## config.mk

```make
export PLATFORM = sky130hd
export DESIGN_NAME = mdio_master
export DESIGN_NICKNAME = d
export VERILOG_FILES = /design/src/rtl/mdio_pkg.sv /design/src/rtl/mdio_bit_timer.sv /design/src/rtl/mdio_frame_ctrl.sv /design/src/rtl/mdio_rx_capture.sv /design/src/rtl/mdio_master.sv
export SDC_FILE = /design/constraint.sdc
export NUM_CORES = 1
export LEC_CHECK = 0
export BUFFER_PORTS_ARGS = -buffer_cell sky130_fd_sc_hd__buf_2
export CORE_MARGIN = 3
export CORE_UTILIZATION = 50
export CTS_CLUSTER_SIZE = 14
export DETAILED_ROUTE_END_ITERATION = 10
export PLACE_DENSITY = 0.77
export SYNTH_ARGS = -nofsm -noshare
export SYNTH_HDL_FRONTEND = slang
export SYNTH_HIERARCHICAL = 1
export SYNTH_SLANG_ARGS = --single-unit
```

## constraint.sdc

```tcl
create_clock -name clk -period 2.3 [get_ports clk]
set_input_delay 0.46 -clock clk [delete_from_list [all_inputs] [get_ports clk]]
set_output_delay 0.46 -clock clk [all_outputs]
set_load 0.01 [all_outputs]
```

## src/rtl/mdio_pkg.sv

```systemverilog
package mdio_pkg;
  localparam int ADDR_W    = 5;
  localparam int REG_W     = 5;
  localparam int DATA_W    = 16;
  localparam int HDR_BITS  = 4 + ADDR_W + REG_W;
  localparam int TA_BITS   = 2;
  localparam int TAIL_BITS = 3;
  localparam int FRAME_W   = HDR_BITS + TA_BITS + DATA_W;

  typedef enum logic [1:0] {
    OP_WRITE = 2'b01,
    OP_READ  = 2'b10
  } mdio_op_e;
endpackage

```

## src/rtl/mdio_bit_timer.sv

```systemverilog
module mdio_bit_timer #(
  parameter int HALF_DIV = 2
) (
  input  logic clk,
  input  logic rst_n,
  input  logic run,
  output logic mdc,
  output logic period_end,
  output logic smp_before,
  output logic smp_after
);
  localparam int PER = 2 * HALF_DIV;
  localparam int CW  = (PER > 2) ? $clog2(PER) : 1;
  localparam logic [CW-1:0] C_END  = CW'(PER - 1);
  localparam logic [CW-1:0] C_RISE = CW'(HALF_DIV);
  localparam logic [CW-1:0] C_PRE  = CW'(HALF_DIV - 1);

  logic [CW-1:0] cnt;

  always_ff @(posedge clk or negedge rst_n) begin
    if (!rst_n)            cnt <= '0;
    else if (!run)         cnt <= '0;
    else if (cnt == C_END) cnt <= '0;
    else                   cnt <= cnt + 1'b1;
  end

  assign mdc        = run && (cnt >= C_RISE);
  assign period_end = run && (cnt == C_END);
  assign smp_before = run && (cnt == C_PRE);
  assign smp_after  = run && (cnt == C_RISE);
endmodule

```

## src/rtl/mdio_frame_ctrl.sv

```systemverilog
module mdio_frame_ctrl
  import mdio_pkg::*;
#(
  parameter int                PRE_LEN  = 32,
  parameter logic [ADDR_W-1:0] INT_ADDR = 5'd1,
  parameter logic [ADDR_W-1:0] EXT_ADDR = 5'd0
) (
  input  logic              clk,
  input  logic              rst_n,
  input  logic              req_valid,
  input  logic              req_write,
  input  logic [REG_W-1:0]  req_reg,
  input  logic [DATA_W-1:0] req_wdata,
  input  logic              req_ext,
  input  logic              period_end,
  output logic              busy,
  output logic              mdo,
  output logic              mdo_en,
  output logic              rd_win,
  output logic              tgt_ext,
  output logic              done
);
  localparam int MAXB = PRE_LEN + FRAME_W + TAIL_BITS;
  localparam int BW   = $clog2(MAXB + 1);
  localparam logic [BW-1:0] PRE_B   = BW'(PRE_LEN);
  localparam logic [BW-1:0] LAST_WR = BW'(PRE_LEN + FRAME_W - 1);
  localparam logic [BW-1:0] LAST_RD = BW'(MAXB - 1);
  localparam logic [BW-1:0] HDR_B   = BW'(HDR_BITS);
  localparam logic [BW-1:0] DAT_LO  = BW'(HDR_BITS + TA_BITS);
  localparam logic [BW-1:0] DAT_HI  = BW'(FRAME_W);

  logic [BW-1:0]      bitn;
  logic [FRAME_W-1:0] frame;
  logic               wr;
  logic [BW-1:0]      last_bit;
  logic [BW-1:0]      idx;
  logic [4:0]         pos;
  logic               in_pre;
  mdio_op_e           op;

  assign op       = req_write ? OP_WRITE : OP_READ;
  assign last_bit = wr ? LAST_WR : LAST_RD;

  always_ff @(posedge clk or negedge rst_n) begin
    if (!rst_n) begin
      busy    <= 1'b0;
      bitn    <= '0;
      frame   <= '0;
      wr      <= 1'b0;
      tgt_ext <= 1'b0;
      done    <= 1'b0;
    end else begin
      done <= busy && period_end && (bitn == last_bit);
      if (!busy) begin
        if (req_valid) begin
          busy    <= 1'b1;
          bitn    <= '0;
          wr      <= req_write;
          tgt_ext <= req_ext;
          frame   <= {2'b01, op, (req_ext ? EXT_ADDR : INT_ADDR), req_reg,
                      (req_write ? {2'b10, req_wdata} : {(TA_BITS + DATA_W){1'b1}})};
        end
      end else if (period_end) begin
        if (bitn == last_bit) busy <= 1'b0;
        else                  bitn <= bitn + 1'b1;
      end
    end
  end

  assign in_pre = bitn < PRE_B;
  assign idx    = bitn - PRE_B;
  assign pos    = 5'(FRAME_W - 1) - idx[4:0];

  always_comb begin
    mdo    = 1'b1;
    mdo_en = 1'b0;
    if (busy) begin
      if (in_pre) begin
        mdo_en = 1'b1;
      end else if (wr || (idx < HDR_B)) begin
        mdo_en = 1'b1;
        mdo    = frame[pos];
      end
    end
  end

  assign rd_win = busy && !wr && !in_pre && (idx >= DAT_LO) && (idx < DAT_HI);

  assert_done_single_R11: assert property (@(posedge clk) disable iff (!rst_n)
    done |=> !done);
  assert_done_idle_R11: assert property (@(posedge clk) disable iff (!rst_n)
    done |-> !busy);
  assert_frame_holds_R10: assert property (@(posedge clk) disable iff (!rst_n)
    (busy && !period_end) |=> busy);
endmodule

```

## src/rtl/mdio_rx_capture.sv

```systemverilog
module mdio_rx_capture
  import mdio_pkg::*;
(
  input  logic              clk,
  input  logic              rst_n,
  input  logic              rd_win,
  input  logic              tgt_ext,
  input  logic              smp_before,
  input  logic              smp_after,
  input  logic              mdio_i,
  output logic [DATA_W-1:0] rdata
);
  logic take;

  assign take = rd_win && (tgt_ext ? smp_before : smp_after);

  always_ff @(posedge clk or negedge rst_n) begin
    if (!rst_n)    rdata <= '0;
    else if (take) rdata <= {rdata[DATA_W-2:0], mdio_i};
  end

  assert_one_sample_point_R7: assert property (@(posedge clk) disable iff (!rst_n)
    $onehot0({smp_before, smp_after}));
endmodule

```

## src/rtl/mdio_master.sv

```systemverilog
module mdio_master
  import mdio_pkg::*;
#(
  parameter int                HALF_DIV = 2,
  parameter int                PRE_LEN  = 32,
  parameter logic [ADDR_W-1:0] INT_ADDR = 5'd1,
  parameter logic [ADDR_W-1:0] EXT_ADDR = 5'd0
) (
  input  logic              clk,
  input  logic              rst_n,
  input  logic              req_valid,
  output logic              req_ready,
  input  logic              req_write,
  input  logic [REG_W-1:0]  req_reg,
  input  logic [DATA_W-1:0] req_wdata,
  input  logic              req_ext,
  output logic              rsp_valid,
  output logic [DATA_W-1:0] rsp_rdata,
  output logic              mdc,
  output logic              mdio_o,
  output logic              mdio_oe,
  input  logic              mdio_i
);
  logic busy, period_end, smp_before, smp_after, rd_win, tgt_ext;

  mdio_bit_timer #(.HALF_DIV(HALF_DIV)) u_timer (
    .clk(clk), .rst_n(rst_n), .run(busy), .mdc(mdc),
    .period_end(period_end), .smp_before(smp_before), .smp_after(smp_after)
  );

  mdio_frame_ctrl #(.PRE_LEN(PRE_LEN), .INT_ADDR(INT_ADDR), .EXT_ADDR(EXT_ADDR)) u_ctrl (
    .clk(clk), .rst_n(rst_n), .req_valid(req_valid), .req_write(req_write),
    .req_reg(req_reg), .req_wdata(req_wdata), .req_ext(req_ext),
    .period_end(period_end), .busy(busy), .mdo(mdio_o), .mdo_en(mdio_oe),
    .rd_win(rd_win), .tgt_ext(tgt_ext), .done(rsp_valid)
  );

  mdio_rx_capture u_cap (
    .clk(clk), .rst_n(rst_n), .rd_win(rd_win), .tgt_ext(tgt_ext),
    .smp_before(smp_before), .smp_after(smp_after), .mdio_i(mdio_i),
    .rdata(rsp_rdata)
  );

  assign req_ready = !busy;

  assert_idle_lines_R1: assert property (@(posedge clk) disable iff (!rst_n)
    !busy |-> (!mdc && !mdio_oe && mdio_o));
  assert_data_moves_low_R9: assert property (@(posedge clk) disable iff (!rst_n)
    (!$stable(mdio_o) || !$stable(mdio_oe)) |-> !mdc);
endmodule

```

==> metrics <==
status=complete, but fails checks; failing checks=setup timing; number of pins with negative max-slew slack in the final report=0; average size of a mapped cell=around 11 um^2; terminus of the critical flop-to-flop path=u_cap/rdata[4]; max frequency=approximately 430 MHz; Seq/Total Area, Yosys=around 47%; Worst Reg-to-Reg Cells=8; critical-path cell with the highest stage delay=sky130_fd_sc_hd__mux4_2; shortest period the worst path allows=about 2300 ps; cell at the root of the clock tree=sky130_fd_sc_hd__clkbuf_8; footprint of the multi-input gates=between 1000 and 1500 um^2; number of failing setup endpoints in the final timing report=1; fraction of final layout cells with drive strength greater than 1=41.0%; chain of cells forming the critical path=buf_6 -> mux4_2 -> nand3_2 -> o2111a_1 -> o21ai_2 -> buf_2; Max Root-Sink Buffers=2; Reg power frac=42.7%; grt total ovfl=0; clock power share=between 20% and 30%; reg-to-reg slack, setup=140 ps; Crit path max-delay family=multiplexers; number of endpoints with negative hold slack in the final report=0; CP peak stage delay=a little over 500 ps; io pins=48; Die Y=between 80 and 90 um; width of the die=~81 um; remaining number of nets flagged by the antenna check after routing=0; Mapped Area=roughly 2800 um^2; Relative slew margins=just over 60%; Core Rows=26; number of H-tree levels=2; unrepaired setup endpoints after global routing=yes; most used standard cell by instance count after synthesis=sky130_fd_sc_hd__dfrtp_1; Final GP Congestion=0.854; number of fill cells=420; arrival time worst endpoint=1840 ps; maximum number of pins on one net before global-route repair=28; Sw Ratio=about 33%; total power after layout=about 2.8 mW; maximum fanout encountered on the critical timing path=4; clock slew seen by the registers of the worst setup and hold paths=100 ps; YS warnings=6; total number of vias=between 1,500 and 2,000; number of clock buffers inserted by TritonCTS=5; #FFs+latches synth=53; WP buf/inv=2; number of buffers inserted for hold repair after clock tree synthesis=0; clk_lat worst skew=roughly 310 ps; launch point of the critical path=u_ctrl/bitn[0]; final setup TNS=-3.76 ps; GRT Total Usage=between 10% and 20%; Std-Cell Core Area=around 5300 um^2; worst-case vdd ir drop=0.439 mV; startpoint type of the worst setup path=register; # diodes=0; max-cap violation count=0; net load switching power=~0.9 mW; most area-hungry cell type in the Yosys netlist=sky130_fd_sc_hd__dfrtp_1; effective utilization at floorplan=~53%; top-area cell type share of the netlist area=a little under half; biggest area contributors in the synthesized netlist=sky130_fd_sc_hd__dfrtp_1 47%, sky130_fd_sc_hd__mux2_4 6.4%, sky130_fd_sc_hd__mux2_2 6.0%; Area Growth Syn to Fin=19.8%; Comb power frac=34.0%; IO buf count=47; synthesized instance count=~250; CTS tree=built; sequential cell area=~1300 um^2; Via density=~5.3; DRC errors left=0; sink count of the clock tree=53; setup slack of the critical path after layout=-3.76 ps; Critical R2R Launch=u_ctrl/bitn[0]; Synth async-reset ratio=between 90% and 100%; count of nets after finishing=~340; post-route non-filler standard cell count=375; slew at the pin closest to its max-slew limit=roughly 570 ps; number of cells after detailed placement=roughly 360; worst hold path type=primary input to async pin; initial DRC count=between 150 and 200; routed length per instance=15.4 um; full die area=roughly 6500 um^2; list of most frequent post-synthesis cells=53 x sky130_fd_sc_hd__dfrtp_1, 31 x sky130_fd_sc_hd__nand2_1, 20 x sky130_fd_sc_hd__o21ai_0, 18 x sky130_fd_sc_hd__nor2b_1, 15 x sky130_fd_sc_hd__mux2_2; routed wire length=a little under 6 mm; Int Power=between 1.5 and 2 mW; flip-flop cell with the highest count after synthesis=sky130_fd_sc_hd__dfrtp_1; first-pass GRT wire length=slightly below 10 mm; via count of the first global-routing pass=just under 2,000; Tcrit/Tclk final=100%; Final HPWL DP=~4.1 mm; Power Density=~850 nW/um^2; reported leakage power=approximately 1.7 nW; number of flops mapped to enable cells by yosys=0; maximum clock skew at final layout=around 7 ps; drt pass-1 iters=4; post-synth net total=281; antenna violations before repair=0; CP endpoint kind=primary output; Worst Setup Path Type=register to primary output; distinct cell type count after synthesis=just over 40; required time of the critical path=roughly 1800 ps
==> power groups by stage <==
stage | sequential (mW) | clock [mW] | combinational [mW]
6_report | 1.21 | 0.660 | 0.967
3_5_place_dp | 1.23 | 0 | 0.755
4_1_cts | 1.22 | 0.670 | 0.886
3_3_place_gp | 1.22 | 0 | 0.730
2_1_floorplan | 1.14 | 0 | 0.659
5_1_grt | 1.24 | 0.714 | 1.06
==> logic make-up after synthesis <==
kind of cell	share of synthesized area [%]
flops	47.3
fa+ha+maj	3.13
mux	18.5
buf+inv	5.00
compound gates	9.38
simple gates	16.6
==> worst max-delay path by stage <==
stage	slack (ps)	cells past startpoint	endpoint
floorplan	100	9	u_cap/rdata[10]
global placement	220	9	u_cap/rdata[8]
detailed placement	190	6	mdio_o
CTS	-6	7	mdio_o
global route	-110	7	mdio_o
finish	-4	6	mdio_o
==> per-stage QoR <==
step                setup slack, ps  hold slack, ps  utilization (%)  cell area [um^2]
finish                        -3.76            78.1             63.7              3360
global route                   -109            88.3             63.7              3360
CTS                           -5.51            93.3             62.5              3290
detailed placement              185             434             58.5              3090
global placement                216             428             58.5              3090
floorplan                      97.1             164                -              2800
==> sequential cells by signal (all words and copies together), names as in the netlist <==
register,flops
u_ctrl/bitn,7
u_ctrl/tgt_ext,1
u_timer/cnt,2
u_cap/rdata,16
u_ctrl/busy,1
u_ctrl/frame,25
u_ctrl/done,1
==> layout make-up <==
type                       count  share of cell area (%)
sequential                    53                    39.7
clock inverter                 3                    1.45
clock buffer                   5                    2.05
multi-input combinational    170                    41.3
inverter                       7                   0.783
timing repair buffer          67                    12.2
tap                           70                    2.61
==> repair_timing <==
action	in CTS	in global routing
setup endpoints to repair	1	2
pin swaps	4	2
setup buffers	6	4
gates resized for setup	10	7
==> placed cells by master (no fill, tap or decap), drive strengths merged <==
master / synthesis / layout
a21oi: 7 / 7
a2bb2o: 1 / 1
clkinvlp: 0 / 1
nand4: 6 / 6
clkbuf: 6 / 5
mux2: 27 / 27
nor2: 5 / 5
and3: 2 / 2
a21boi: 1 / 1
and2: 6 / 6
inv: 7 / 8
bufinv: 0 / 1
mux2i: 8 / 8
nand3b: 2 / 2
dfrtp: 53 / 53
buf: 11 / 67
nor4b: 3 / 3
mux4: 4 / 4
nand3: 3 / 3
o21ai: 21 / 21
o21a: 2 / 2
a31oi: 2 / 2
nand2: 32 / 32
a31o: 1 / 1
nor2b: 18 / 18
ha: 7 / 7
a211oi: 2 / 2
o2bb2ai: 1 / 1
nand2b: 3 / 3
o22ai: 1 / 1
nor3: 1 / 1
or4bb: 1 / 1
o2111a: 1 / 1
nor3b: 1 / 1
a2bb2oi: 1 / 1
==> routing by layer <==
metal  share of wire [%]  GRT usage, %
met2                  49          30.5
met5                   0             0
met4                 1.2          4.90
met3                 4.0          2.77
met1                  46          26.6
No activity file was read; power rests on OpenSTA's default activity.
